--- src/rtl/gs_pkg.sv ---
`timescale 1ns/1ps
package gs_pkg;

  typedef enum logic [2:0] {
    ST_IDLE  = 3'd0,
    ST_LEAD  = 3'd1,
    ST_WRITE = 3'd2,
    ST_TRAIL = 3'd3,
    ST_CHAIN = 3'd4
  } gs_state_e;

  function automatic int us_to_cycles(input int mhz, input int us);
    return mhz * us;
  endfunction

  function automatic int max2(input int a, input int b);
    return (a > b) ? a : b;
  endfunction

endpackage

--- src/rtl/gs_span_counter.sv ---
`timescale 1ns/1ps
// Saturating up-counter; hit flags the last cycle of a span of term_m1+1 cycles.
module gs_span_counter #(
  parameter int W = 12
) (
  input  logic         clk_i,
  input  logic         rst_i,
  input  logic         clr_i,
  input  logic         en_i,
  input  logic [W-1:0] term_m1_i,
  output logic         hit_o
);
  logic [W-1:0] cnt_q;

  assign hit_o = (cnt_q == term_m1_i);

  always_ff @(posedge clk_i) begin
    if (rst_i || clr_i) begin
      cnt_q <= '0;
    end else if (en_i && !hit_o) begin
      cnt_q <= cnt_q + 1'b1;
    end
  end
endmodule

--- src/rtl/gs_req_latch.sv ---
`timescale 1ns/1ps
// Holds a write request pulse until a sector mark consumes it.
module gs_req_latch (
  input  logic clk_i,
  input  logic rst_i,
  input  logic req_i,
  input  logic take_i,
  output logic live_o
);
  logic pend_q;

  assign live_o = pend_q | req_i;

  always_ff @(posedge clk_i) begin
    if (rst_i || take_i) begin
      pend_q <= 1'b0;
    end else if (req_i) begin
      pend_q <= 1'b1;
    end
  end
endmodule

--- src/rtl/gs_phase_ctrl.sv ---
`timescale 1ns/1ps
// Sector phase state machine with registered head enable, data permit and bit strobe.
module gs_phase_ctrl
  import gs_pkg::*;
#(
  parameter int PH_W = 12
) (
  input  logic clk_i,
  input  logic rst_i,
  input  logic mark_i,
  input  logic req_live_i,
  input  logic bit_stb_i,
  input  logic ph_hit_i,
  input  logic st_hit_i,
  output logic take_o,
  output logic ph_en_o,
  output logic ph_sel_trail_o,
  output logic st_clr_o,
  output logic st_en_o,
  output logic head_en_o,
  output logic flux_ok_o,
  output logic bit_go_o
);
  gs_state_e state_q, state_n;
  logic      head_q, permit_q, go_q;
  logic      can_take;

  assign can_take = (state_q == ST_IDLE) || (state_q == ST_WRITE) || (state_q == ST_TRAIL);
  assign take_o   = mark_i && req_live_i && can_take;

  assign ph_en_o        = (state_q == ST_LEAD) || (state_q == ST_CHAIN) || (state_q == ST_TRAIL);
  assign ph_sel_trail_o = (state_q == ST_TRAIL);
  assign st_en_o        = (state_q == ST_WRITE);
  assign st_clr_o       = (state_q != ST_WRITE) || mark_i;

  always_comb begin
    state_n = state_q;
    unique case (state_q)
      ST_IDLE:  if (take_o) state_n = ST_LEAD;
      ST_LEAD:  if (!mark_i && ph_hit_i) state_n = ST_WRITE;
      ST_WRITE: if (mark_i) state_n = take_o ? ST_CHAIN : ST_TRAIL;
      ST_TRAIL: begin
        if (take_o) state_n = ST_CHAIN;
        else if (!mark_i && ph_hit_i) state_n = ST_IDLE;
      end
      ST_CHAIN: if (!mark_i && ph_hit_i) state_n = ST_WRITE;
      default:  state_n = ST_IDLE;
    endcase
  end

  always_ff @(posedge clk_i) begin
    if (rst_i) begin
      state_q  <= ST_IDLE;
      head_q   <= 1'b0;
      permit_q <= 1'b0;
      go_q     <= 1'b0;
    end else begin
      state_q  <= state_n;
      head_q   <= (state_n == ST_WRITE) || (state_n == ST_TRAIL) || (state_n == ST_CHAIN);
      permit_q <= (state_q == ST_WRITE) && !mark_i && st_hit_i;
      go_q     <= bit_stb_i && permit_q && !mark_i;
    end
  end

  assign head_en_o = head_q;
  assign flux_ok_o = permit_q;
  assign bit_go_o  = go_q;
endmodule

--- src/rtl/wgate_seq.sv ---
`timescale 1ns/1ps
module wgate_seq
  import gs_pkg::*;
#(
  parameter int CLK_MHZ   = 125,
  parameter int LEAD_US   = 25,
  parameter int SETTLE_US = 2,
  parameter int TRAIL_US  = 25
) (
  input  logic clk_i,
  input  logic rst_i,
  input  logic mark_i,
  input  logic wr_req_i,
  input  logic bit_stb_i,
  output logic head_en_o,
  output logic flux_ok_o,
  output logic bit_go_o
);
  localparam int LEAD_CYC   = us_to_cycles(CLK_MHZ, LEAD_US);
  localparam int SETTLE_CYC = us_to_cycles(CLK_MHZ, SETTLE_US);
  localparam int TRAIL_CYC  = us_to_cycles(CLK_MHZ, TRAIL_US);
  localparam int PH_MAX     = max2(LEAD_CYC, TRAIL_CYC);
  localparam int PH_W       = $clog2(PH_MAX + 1);
  localparam int ST_W       = $clog2(SETTLE_CYC + 1);
  localparam logic [PH_W-1:0] LEAD_M1  = PH_W'(LEAD_CYC - 1);
  localparam logic [PH_W-1:0] TRAIL_M1 = PH_W'(TRAIL_CYC - 1);
  localparam logic [ST_W-1:0] SET_M1   = ST_W'(SETTLE_CYC - 1);

  logic req_live, take;
  logic ph_en, ph_sel_trail, ph_hit;
  logic st_clr, st_en, st_hit;
  logic [PH_W-1:0] ph_term;

  assign ph_term = ph_sel_trail ? TRAIL_M1 : LEAD_M1;

  gs_req_latch u_req (
    .clk_i  (clk_i),
    .rst_i  (rst_i),
    .req_i  (wr_req_i),
    .take_i (take),
    .live_o (req_live)
  );

  gs_span_counter #(.W(PH_W)) u_phase_cnt (
    .clk_i     (clk_i),
    .rst_i     (rst_i),
    .clr_i     (mark_i),
    .en_i      (ph_en),
    .term_m1_i (ph_term),
    .hit_o     (ph_hit)
  );

  gs_span_counter #(.W(ST_W)) u_settle_cnt (
    .clk_i     (clk_i),
    .rst_i     (rst_i),
    .clr_i     (st_clr),
    .en_i      (st_en),
    .term_m1_i (SET_M1),
    .hit_o     (st_hit)
  );

  gs_phase_ctrl #(.PH_W(PH_W)) u_ctrl (
    .clk_i          (clk_i),
    .rst_i          (rst_i),
    .mark_i         (mark_i),
    .req_live_i     (req_live),
    .bit_stb_i      (bit_stb_i),
    .ph_hit_i       (ph_hit),
    .st_hit_i       (st_hit),
    .take_o         (take),
    .ph_en_o        (ph_en),
    .ph_sel_trail_o (ph_sel_trail),
    .st_clr_o       (st_clr),
    .st_en_o        (st_en),
    .head_en_o      (head_en_o),
    .flux_ok_o      (flux_ok_o),
    .bit_go_o       (bit_go_o)
  );
endmodule

--- config.mk ---
export PLATFORM = sky130hd
export DESIGN_NAME = wgate_seq
export DESIGN_NICKNAME = d
export VERILOG_FILES = /design/src/rtl/gs_pkg.sv /design/src/rtl/gs_span_counter.sv /design/src/rtl/gs_req_latch.sv /design/src/rtl/gs_phase_ctrl.sv /design/src/rtl/wgate_seq.sv
export SDC_FILE = /design/constraint.sdc
export NUM_CORES = 1
export LEC_CHECK = 0
export BUFFER_PORTS_ARGS = -buffer_cell sky130_fd_sc_hd__buf_4
export CAP_MARGIN = 20
export CORE_MARGIN = 2
export CORE_UTILIZATION = 60
export DETAILED_ROUTE_END_ITERATION = 10
export HOLD_SLACK_MARGIN = 0.08
export PLACE_DENSITY = 0.86
export SYNTH_ARGS = -nofsm -noshare
export SYNTH_HDL_FRONTEND = slang
export SYNTH_SLANG_ARGS = --single-unit
--- constraint.sdc ---
create_clock -name clk_i -period 5.27 [get_ports clk_i]
set_clock_uncertainty 0.05 [all_clocks]
set_input_delay 0.7905 -clock clk_i [delete_from_list [all_inputs] [get_ports clk_i]]
set_output_delay 0.7905 -clock clk_i [all_outputs]
set_load 0.05 [all_outputs]
* Word-level counts from Yosys, hierarchy flattened
Index checks and enable logic that the tools add are counted.
** Storage, ports and cells
- Register bits :: 27
- Bits of input ports :: 5
- Output and inout port bits :: 3
- Word-level logic and storage cells :: 51
** Operators by class
- Add/subtract/negate cells :: 2
- Eq/ne operators :: 10
- Mux-type cells :: 7
- Bitwise logic cells :: 1
- Reduce and logical (&&, ||, !) cells :: 24
** Operator list (count)
- $mux 3 :: 6
- $add 12x1->12 const B :: 1
- $eq 12x12->1 const B :: 1
- $eq 3x2->1 const B :: 4
- $pmux 3 s4 :: 1
- $logic_or 1x1->1 :: 10
- $logic_and 1x1->1 :: 9
- $add 8x1->8 const B :: 1
- $eq 8x8->1 const B :: 1
- $eq 3x3->1 const B :: 2
- $eq 3x1->1 const B :: 1
- $logic_not 1->1 :: 3
- $logic_not 3->1 :: 1
- $ne 3x2->1 const B :: 1
- $reduce_or 2->1 :: 1
- $or 1x1->1 :: 1

* Longest topological paths before layout
- Word-level depth :: 10
- Gate-level depth with buffers :: 7

* Cells and area by module
A second synthesis with hierarchy kept.
** Unflattened totals
- Cell total of the unflattened synthesis :: 193
- Area total of the unflattened synthesis :: 1654.1 µm²
** Modules (own cells, without submodules)
- gs_span_counter at u_phase_cnt :: times used 1, cells each 86, area each 740.7 µm², seq. area each 240.2 µm²
- gs_span_counter at u_settle_cnt :: times used 1, cells each 58, area each 511.7 µm², seq. area each 160.2 µm²
- gs_phase_ctrl :: times used 1, cells each 44, area each 360.3 µm², seq. area each 120.1 µm²
- gs_req_latch :: times used 1, cells each 3, area each 33.8 µm², seq. area each 20.0 µm²
- wgate_seq :: times used 1, cells each 2, area each 7.5 µm², seq. area each 0.0 µm²

* Worst setup path before layout
No wires, ideal clock.
- Path kind :: input port to flip-flop
- From :: input rst_i
- To :: register u_settle_cnt.cnt_q[1]
- Setup time :: 0.086 ns
- Arrival :: 1.892 ns
- Setup slack :: 3.243 ns
- Stages on the path :: 5
- Path buffers :: 2
- Path through :: clkbuf_1 -> or2_2 -> or3_1 -> clkbuf_1 -> a211oi_1
** On the way
- Longest elaborated chain between the ends :: 1
** Ends and longest elaborated chain
- from (decl) :: RTL line wgate_seq.sv:11 : input logic rst_i,
- $logic_or 1x1->1 :: RTL line gs_span_counter.sv:18 : if (rst_i || clr_i) begin
- to (signal assigned) :: RTL line gs_span_counter.sv:21 : cnt_q <= cnt_q + 1'b1;
- to (decl) :: RTL line gs_span_counter.sv:13 : logic [W-1:0] cnt_q;
No other way between the ends.
A chain may end at the register's enable or synchronous reset.

* Final worst setup path
- From :: register u_ctrl.state_q[0]
- To :: register u_ctrl.head_q (netlist: u_ctrl.head_en_o)
** On the way
- Longest elaborated chain between the ends :: 10
- Elaborated cells between the ends (all ways) :: 21
- Those cells by class :: 7 x eq/ne; 7 x mux; 7 x reduce/logical
** Ends and longest elaborated chain
- from (decl) :: RTL line gs_phase_ctrl.sv:24 : gs_state_e state_q, state_n;
- from (signal assigned) :: RTL line gs_phase_ctrl.sv:58 : state_q <= state_n;
- $eq 3x2->1 / $logic_not 3->1 (equally long branches) :: RTL line gs_phase_ctrl.sv:28, gs_phase_ctrl.sv:38
- $logic_or 1x1->1 (2 in series) :: RTL line gs_phase_ctrl.sv:28 : assign can_take = (state_q == ST_IDLE) || (state_q == ST_WRITE) || (state_q == ST_TRAIL);
- $logic_and 1x1->1 :: RTL line gs_phase_ctrl.sv:29 : assign take_o = mark_i && req_live_i && can_take;
- $mux 3 (2 in series) :: RTL line gs_phase_ctrl.sv:41 : ST_WRITE: if (mark_i) state_n = take_o ? ST_CHAIN : ST_TRAIL;
- $pmux 3 s4 * :: RTL line gs_phase_ctrl.sv:38 : unique case (state_q)
- $eq 3x2->1 :: RTL line gs_phase_ctrl.sv:59 : head_q <= (state_n == ST_WRITE) || (state_n == ST_TRAIL) || (state_n == ST_CHAIN);
- $logic_or 1x1->1 :: RTL line gs_phase_ctrl.sv:59
- $logic_or 1x1->1 * :: RTL line gs_phase_ctrl.sv:59
- to (signal assigned) :: RTL line gs_phase_ctrl.sv:59
- to (decl) :: RTL line gs_phase_ctrl.sv:25 : logic head_q, permit_q, go_q;
Every way passes the cells marked *; elsewhere a longest branch is shown, timed or not.

==> impl_metrics.toml <==
[drt]
wl_per_cell_um = 14.28
detailedRoute.firstIterationViolations = 30
vias_per_cell = 6.166
drt_pre_antenna_iters = 7
totalWireLength_um = 2670
final_antenna_net_count = 0
drc = 0
num_vias = 1153

[clock_network]
cts_hold_buf = 0
clock_path_buffers = 2
clock-root-buffer = "clkbuf_4"
clk_pin_slew_ns = 0.14
cts-htree-levels = 1
numCtsBuffers = 3
cts_tree = "yes"
insertion_delay_ns = 0.31
cts_setup_buffers = 0
cts_sinks = 27
post_cts_resized = 0

[sta]
post-route-period-util_pct = 36.65
hold_viol = 0
worst_pin_slew_ns = 0.6080
period_needed_ns = 1.931
relSlewSlack_pct = 59.38
maxSlewViolCount = 0
setup_ws_ns = 3.339
finalSetupViolCount = 0
rsz0062_at_grt = "false"
whs_ns = 0.4418
timing.fmax_mhz = 517.8
setup-tns-final_ns = 0

[critical_path]
worstSetupEndpointType = "register"
path_class = "reg2reg"
cp-start-kind = "register"
cp_data_required_time_ns = 5.42
rr_worst_depth = 4
critPathMaxFanout = 12
rrSetupSlack_ns = 3.34
r2r-start = "u_ctrl.state_q[0]$_SDFF_PP0_"
worstSetupStartpoint = "u_ctrl.state_q[0]$_SDFF_PP0_"
arrival_ns = 2.09
timing.rr.end = "u_ctrl.head_en_o$_SDFF_PP0_"

[final_layout]
area_growth_pct = 6.006
final_area_mm2 = 0.001458
drive_gt1_share_pct = 9.434
utilization_pct = 66.53
antennaDiodeCount = 0
fillerInstances = 180
fin_cells = 187
fin_nets = 169

[placed_design]
gp_congestion = 0.8480
place_hpwl_um = 1978
io_buffers = 7
pre_cts_ws_ns = 3.047
dp.cells = 183
placed_cell_area_mm2 = 0.001431

[synthesis]
synth-seq-cells = 27
synth_area_mm2 = 0.001375
ys_seq_area_share_pct = 39.31
synthArstFlopShare_pct = 0
yosysTopAreaCellShare_pct = 39.31
yosysUniqueCellTypes = 41
synth_top_flop_cell = "dfxtp_1"
synth_area_leaders = "dfxtp_1 (39%), nor2_1 (6.3%), xnor2_1 (5.7%)"
synthCells = 154
synth_edf_count = 0
synth.avg_cell_area_um2 = 8.929
syn_nets = 163
yosysWarningCount = 0
yosysTopAreaCell = "dfxtp_1"

[floorplanning]
die_w_um = 51.87
die_h_um = 51.87
pin_count = 8
coreArea_mm2 = 0.002191
fp.dieArea_mm2 = 0.002691
start_util_pct = 62.76
rows = 17

[min_path]
min_to = "u_ctrl.bit_go_o$_SDFF_PP0_"
min_from = "u_ctrl.flux_ok_o$_SDFF_PP0_"
min_path_cells = 1
hold_class = "reg2reg"

[power_and_ir_drop]
peakVddDrop_mv = 0.2145
cellPowerDensity_mw_per_mm2 = 214.9
power_uw = 313.3
p_leak_nw = 0.4737

[global_routing]
first_global_vias = 1074
grt_max_degree = 15
grt.total_usage_pct = 22.57
antenna_found_initial = 0
grt_pass1_wl_um = 4616
gr-total-overflow = 0

[status]
status = "complete, no violations"

[job]
maxCapViolCount = 0
[sequential cells by signal, summed over array words and instances (netlist names)]
signal              cells
u_settle_cnt.cnt_q      8
u_ctrl.flux_ok_o        1
u_phase_cnt.cnt_q      12
u_req.pend_q            1
u_ctrl.bit_go_o         1
u_ctrl.state_q          3
u_ctrl.head_en_o        1
[critical path, stage by stage (launching register included)]
cell and delay, ns:
dfxtp_1 0.57, or4b_2 0.66, nor4_4 0.22, mux2i_1 0.22
o41ai_1 0.10
[Yosys cell counts, types with 2 or more instances]
library cell,n
inv_1,6
o21ai_0,5
and3_1,3
nor2_1,23
a31oi_1,2
a21oi_1,4
xnor2_1,9
clkbuf_1,4
a211oi_1,3
xor2_1,5
nor4_1,2
and4_1,2
nor3_1,3
nand2_1,10
dfxtp_1,27
ha_1,4
nand4_1,4
o211ai_1,3
or3_1,5
nand2b_1,3
nand3_1,6
a2111oi_4,2
[logic make-up after synthesis]
| logic type | Yosys count | share of synthesized area (%) |
|---|---|---|
| simple gates | 69 | 27.12 |
| compound gates | 27 | 16.38 |
| flops | 27 | 39.31 |
| xor+xnor | 14 | 8.917 |
| buf+inv | 12 | 3.912 |
| fa+ha+maj | 4 | 3.640 |
| mux | 1 | 0.7280 |
[cell type report]
type / count / area [um2] / share of cell area [%]
clock buffer: 4 / 26.28 / 1.803
inverter: 6 / 22.52 / 1.545
multi-input combinational: 115 / 780.7 / 53.56
sequential: 27 / 540.5 / 37.08
tap: 28 / 35.03 / 2.403
timing repair buffer: 7 / 52.55 / 3.605
[power by group]
group | switching [mW] | total [mW] | internal, mW
Sequential | 0.00263 | 0.208 | 0.206
Clock | 0.0583 | 0.0878 | 0.0296
Combinational | 0.0109 | 0.0170 | 0.00610
Total | 0.0719 | 0.313 | 0.241
[worst max-delay path by stage]
stage | endpoint | cells past startpoint | slack (ns)
after floorplan | u_settle_cnt.cnt_q[1]$_SDFFE_PP0P_ | 5 | 3.24
after global placement | u_settle_cnt.cnt_q[1]$_SDFFE_PP0P_ | 4 | 3.09
after detailed placement | u_settle_cnt.cnt_q[1]$_SDFFE_PP0P_ | 4 | 3.05
after CTS | u_ctrl.head_en_o$_SDFF_PP0_ | 4 | 3.36
after global routing | u_ctrl.head_en_o$_SDFF_PP0_ | 4 | 3.17
final | u_ctrl.head_en_o$_SDFF_PP0_ | 4 | 3.34
[cells in the final DEF, fill, tap and decap left out, types with 4 or more instances in the layout]
cell type  instances
inv_1              6
nor2_1            23
or3_1              5
nand2_1           10
nand3_1            6
o21ai_0            5
buf_4              7
dfxtp_1           27
xor2_1             5
xnor2_1            9
ha_1               4
nand4_1            4
a21oi_1            4
[metal layers]
layer	up-vias	routed length, um	GRT usage [%]
met2	36	1336	39.03
met4	0	49	11.84
li1	562	-	-
met3	9	87	3.736
met5	-	0	0
met1	546	1196	26.44
Power figures use the tool's default switching activity.
